[src/rtl/irq_prio_ctrl.sv]
module irq_prio_ctrl #(
  parameter int NSRC = 4,
  parameter int PW   = 3,
  localparam int LV  = 1 << PW,
  localparam int IW  = $clog2(NSRC + 1)
) (
  input  logic               clk,
  input  logic               rst_n,
  input  logic [NSRC-1:0]    irq_req,
  input  logic [NSRC-1:0]    irq_en,
  input  logic [NSRC*PW-1:0] irq_prio,
  input  logic               mask_set,
  input  logic               mask_raise,
  input  logic [PW-1:0]      mask_wdata,
  input  logic               sched_set,
  input  logic               exc_done,
  input  logic               wfi,
  input  logic               sleep_on_exit,
  input  logic               deep_sel,
  output logic               exc_take,
  output logic [IW-1:0]      exc_id,
  output logic [PW-1:0]      exc_prio,
  output logic               in_handler,
  output logic [PW-1:0]      base_mask,
  output logic               sched_pend,
  output logic               sleep_req,
  output logic               deep_req
);

  logic [NSRC-1:0] pend, clr;
  logic [LV-1:0]   act, eff_act;
  logic [PW:0]     eff_lvl;
  logic            win_ok, take, wake, exit_sleep, sleep_q;
  logic [IW-1:0]   win_id;
  logic [PW-1:0]   win_prio;

  function automatic logic blocked(input logic [PW-1:0] p, input logic [PW-1:0] m);
    return (m != '0) && (p >= m);
  endfunction

  always_comb begin
    logic [PW-1:0] p;
    win_ok = 1'b0;
    win_id = '0;
    win_prio = '0;
    for (int i = 0; i < NSRC; i++) begin
      p = irq_prio[i*PW +: PW];
      if (pend[i] && irq_en[i] && !blocked(p, base_mask) && (!win_ok || p < win_prio)) begin
        win_ok = 1'b1;
        win_id = IW'(i);
        win_prio = p;
      end
    end
    if (!win_ok && sched_pend && !blocked(PW'(LV - 1), base_mask)) begin
      win_ok = 1'b1;
      win_id = IW'(NSRC);
      win_prio = PW'(LV - 1);
    end
  end

  assign eff_act = (exc_done && |act) ? (act & (act - 1'b1)) : act;

  always_comb begin
    eff_lvl = (PW+1)'(LV);
    for (int k = LV - 1; k >= 0; k--)
      if (eff_act[k]) eff_lvl = (PW+1)'(k);
  end

  assign take = win_ok && ({1'b0, win_prio} < eff_lvl);

  always_comb
    for (int i = 0; i < NSRC; i++)
      clr[i] = take && (win_id == IW'(i));

  assign wake       = |(pend & irq_en) || sched_pend;
  assign exit_sleep = sleep_on_exit && exc_done && |act && (eff_act == '0) && !take;
  assign in_handler = |act;
  assign sleep_req  = sleep_q && !deep_sel;
  assign deep_req   = sleep_q && deep_sel;

  always_ff @(posedge clk or negedge rst_n) begin
    if (!rst_n) begin
      pend       <= '0;
      act        <= '0;
      sched_pend <= 1'b0;
      base_mask  <= '0;
      sleep_q    <= 1'b0;
      exc_take   <= 1'b0;
      exc_id     <= '0;
      exc_prio   <= '0;
    end else begin
      pend       <= (pend & ~clr) | irq_req;
      act        <= eff_act | (take ? (LV'(1) << win_prio) : '0);
      sched_pend <= sched_set || (sched_pend && !(take && win_id == IW'(NSRC)));
      exc_take   <= take;
      if (take) begin
        exc_id   <= win_id;
        exc_prio <= win_prio;
      end
      if (mask_set)
        base_mask <= mask_wdata;
      else if (mask_raise && mask_wdata != '0 && (base_mask == '0 || mask_wdata < base_mask))
        base_mask <= mask_wdata;
      if (wake)
        sleep_q <= 1'b0;
      else if (wfi || exit_sleep)
        sleep_q <= 1'b1;
    end
  end

endmodule

[config.mk]
export PLATFORM = sky130hd
export DESIGN_NAME = irq_prio_ctrl
export DESIGN_NICKNAME = d
export VERILOG_FILES = /design/src/rtl/irq_prio_ctrl.sv
export SDC_FILE = /design/constraint.sdc
export NUM_CORES = 1
export LEC_CHECK = 0
export BUFFER_PORTS_ARGS = -buffer_cell sky130_fd_sc_hd__buf_2
export CAP_MARGIN = 20
export CORE_MARGIN = 4
export CORE_UTILIZATION = 50
export CTS_CLUSTER_SIZE = 14
export DETAILED_ROUTE_END_ITERATION = 6
export PLACE_DENSITY_LB_ADDON = 0.25
export SYNTH_ARGS = -nofsm -noshare
export SYNTH_HDL_FRONTEND = slang
export SYNTH_SLANG_ARGS = --single-unit
[constraint.sdc]
create_clock -name clk -period 8.7 [get_ports clk]
set_input_delay 2.61 -clock clk [delete_from_list [all_inputs] [get_ports clk]]
set_output_delay 2.61 -clock clk [all_outputs]
set_load 0.02 [all_outputs]
==> impl_metrics.py <==
metrics = {
    "setup_path": {
        "cp-end-kind": "flop",
        "r2r.worst_path.cells": 36,
        "reg2reg_slack_ps": 2040,
        "crit-reg2reg-launch": "base_mask[0]",
        "critical-path-max-stage-delay_ps": 320,
        "cp_data_arrival_time_ps": 8620,
        "critPathSlowestCell": "ha_2",
        "critical_path_rt_ps": 8860,
        "reg_to_reg_endpoint": "exc_prio[0]",
        "critical_path.startpoint_type": "input port",
        "critical_path.max_fanout": 8,
        "setup.worst_path.class": "input port to flop",
    },
    "cts": {
        "cts_made_buffers": 3,
        "tritoncts_num_sinks": 24,
        "postCtsHoldBufs": 0,
        "cts.clk_slew.worst_paths_ps": 80,
        "cts-htree-levels": 1,
        "clk_path_buf_depth": 2,
        "tritoncts": "built",
        "cts-root-buf": "clkbuf_8",
        "clock_latency_ps": 270,
    },
    "hold_path": {
        "min-delay-path-class": "flop to flop",
        "hold_end": "pend[3]",
        "min_path_cells": 1,
        "hold_start": "pend[3]",
    },
    "synth": {
        "synth_sequential_area_ratio_pct": 28.3,
        "netlist_area_um2": 2120,
        "netlist-cell-type-count": 58,
        "yosys_register_bits": 24,
        "synthesis.area_per_instance_um2": 8.80,
        "postSynth.asyncResetShare_pct": 100,
        "syn_inst": 241,
        "yosysWarnings": 0,
        "ys_dominant_reg_cell": "dfrtp_1",
        "syn_nets": 295,
        "number_of_enable_flip_flop_cells_after_synthesis": 0,
    },
    "timing": {
        "finalMaxSlewViolations": 0,
        "fin_skew_ps": 3.28,
        "setup_viol": 0,
        "worst_pin_slew_ps": 616,
        "timing_hold_violations_final": 0,
        "final_period_minus_worst_setup_slack_ps": 8460,
        "fraction_of_the_cycle_the_final_worst_path_needs_pct": 97.2,
        "fin_worst_hold_slack_ps": 492,
        "max_freq_ghz": 0.118,
        "final.setup.tns_ps": 0,
        "slew-limit-headroom_pct": 59.0,
    },
    "grt": {
        "grt_use_total_pct": 23.5,
        "grt_antenna_before_repair": 0,
        "grt_util_met3_pct": 5.10,
        "grt_overflow_total": 0,
        "first_global_vias": 2146,
        "grt_first_pass_wirelength_mm": 9.92,
        "global_route_track_usage_on_met2_pct": 38.0,
        "grt_most_used_layer": "met2",
        "pin_count_of_the_biggest_net_entering_global_routing": 25,
        "grt_util_met1_pct": 31.3,
    },
    "flow_run": {
        "max-cap-violations": 0,
    },
    "floorplan": {
        "start_util_pct": 52.3,
        "die_y_um": 73.1,
        "io_pins": 46,
        "core_box_area_um2": 4060,
        "core.rowCount": 23,
        "total_die_area_um2": 5350,
        "die-width_um": 73.1,
    },
    "drt": {
        "wl_per_cell_um": 16.5,
        "remaining_drc_errors": 0,
        "drt_iter0_drc": 189,
        "drt_wl_total_mm": 6.01,
        "num_vias": 2235,
        "drt_pass1_iterations": 4,
        "route.antenna.remaining_nets": 0,
        "routed_via_count_divided_by_cell_count": 6.12,
    },
    "place": {
        "numPortBuffers": 45,
        "routability_congestion": 0.956,
        "dp.final_hpwl_mm": 4.67,
    },
    "final_layout": {
        "final_nets": 370,
        "fillers": 334,
        "layout.cells.most_common_list": "buf_2 (46), buf_4 (28), dfrtp_1 (24)",
        "layout.cells.most_common": "buf_2",
        "areaGrowthSynthToFinish_pct": 32.8,
        "insertedDiodeCount": 0,
        "drive_above_1_share_pct": 37.5,
    },
    "power": {
        "worst_voltage_drop_across_the_vdd_grid_uv": 224,
        "power_density_of_the_placed_cells_nw_per_um2": 359,
        "cellLeakagePower_nw": 1.31,
    },
    "run_status": {
        "outcome": "finished clean",
    },
}
==> synthesized netlist by cell type (3+ instances only) <==
cell type / n / share of area [%]
nand2_1: 24 / 4.2
o21ai_0: 11 / 2.6
nand4_1: 3 / 0.89
a31oi_1: 7 / 2.1
inv_1: 14 / 2.5
nand3_1: 3 / 0.71
a21o_1: 7 / 2.5
buf_6: 3 / 1.6
a21oi_1: 9 / 2.1
o21a_1: 6 / 2.1
ha_1: 22 / 13
o22ai_1: 3 / 0.89
mux2_2: 4 / 2.1
o21ai_1: 5 / 1.2
dfrtp_1: 24 / 28
o211ai_1: 5 / 1.8
o21bai_1: 5 / 1.8
nand2b_1: 9 / 2.7
nor2b_1: 5 / 1.5
nor2_1: 16 / 2.8
a211oi_1: 5 / 1.8
and3_1: 3 / 0.89
==> flip-flops by register name (all words and copies together) (netlist names) <==
signal and count:
act 8, pend 4, exc_id 3, exc_prio 3, sleep_q 1, base_mask 3, sched_pend 1, exc_take 1
==> critical path: cells and delay by family <==
| family | cells | cell delay, ps |
|---|---|---|
| compound gates | 17 | 3020 |
| fa+ha+maj | 5 | 1240 |
| mux | 2 | 480 |
| simple gates | 6 | 470 |
| buf+inv | 8 | 790 |
==> kinds of logic (layout without fill, tap and decap cells) <==
logic type | count (synthesis) | after routing | share of synthesized area, %
compound gates | 87 | 87 | 30.0
xor+xnor | 1 | 1 | 0.413
fa+ha+maj | 23 | 23 | 13.5
buf+inv | 20 | 94 | 4.60
flops | 24 | 24 | 28.3
mux | 8 | 8 | 4.42
simple gates | 78 | 78 | 18.8
==> metal layers <==
layer | routed length, um | up-vias
met3 | 403 | 18
met1 | 2520 | 1071
li1 | - | 1056
met4 | 164 | 0
met2 | 2920 | 90
met5 | 0 | -
==> worst max path at each step <==
stage / start / end / depth (start not counted)
3_3_place_gp: irq_prio[0] / exc_id[1] / 36
2_1_floorplan: irq_prio[0] / act[1] / 37
4_1_cts: irq_prio[0] / exc_id[1] / 36
6_report: irq_prio[0] / exc_prio[0] / 38
3_5_place_dp: irq_prio[0] / exc_id[0] / 36
5_1_grt: irq_prio[0] / exc_id[0] / 36
==> per-stage QoR <==
stage / setup WS (ps) / util [%] / total power, W / instances / instance area, um^2
finish: 241 / 69.4 / 0.00101 / 365 / 2820
global route: -90.8 / 69.4 / 0.00110 / 365 / 2820
CTS: 8.51 / 64.9 / 0.000880 / 359 / 2640
detailed placement: -240 / 63.2 / 0.000777 / 355 / 2560
global placement: -21.1 / 63.2 / 0.000761 / 355 / 2560
floorplan: 27.9 / - / 0.000603 / 241 / 2130
==> what timing repair did <==
action	in CTS	in global routing
cloned	0	1
setup endpoints to repair	1	20
buffers inserted	0	5
resized for setup	0	24
pin swaps	1	14
==> final cells by class <==
class	instances	area (um^2)	area share, %
timing repair buffer	76	475	16.9
multi-input combinational	197	1550	55.2
clock buffer	3	41.3	1.47
inverter	14	52.6	1.87
sequential	24	601	21.3
tap	50	62.6	2.22
clock inverter	1	30.0	1.07
==> power by group <==
part	leakage (nW)	total, W	switching, W	internal, W
Clock	0.0357	0.0000984	0.0000369	0.0000615
Combinational	0.991	0.000710	0.000366	0.000343
Sequential	0.282	0.000203	0.0000448	0.000158
Total	1.31	0.00101	0.000448	0.000563
Note: power is estimated with default switching activity, not from simulation.
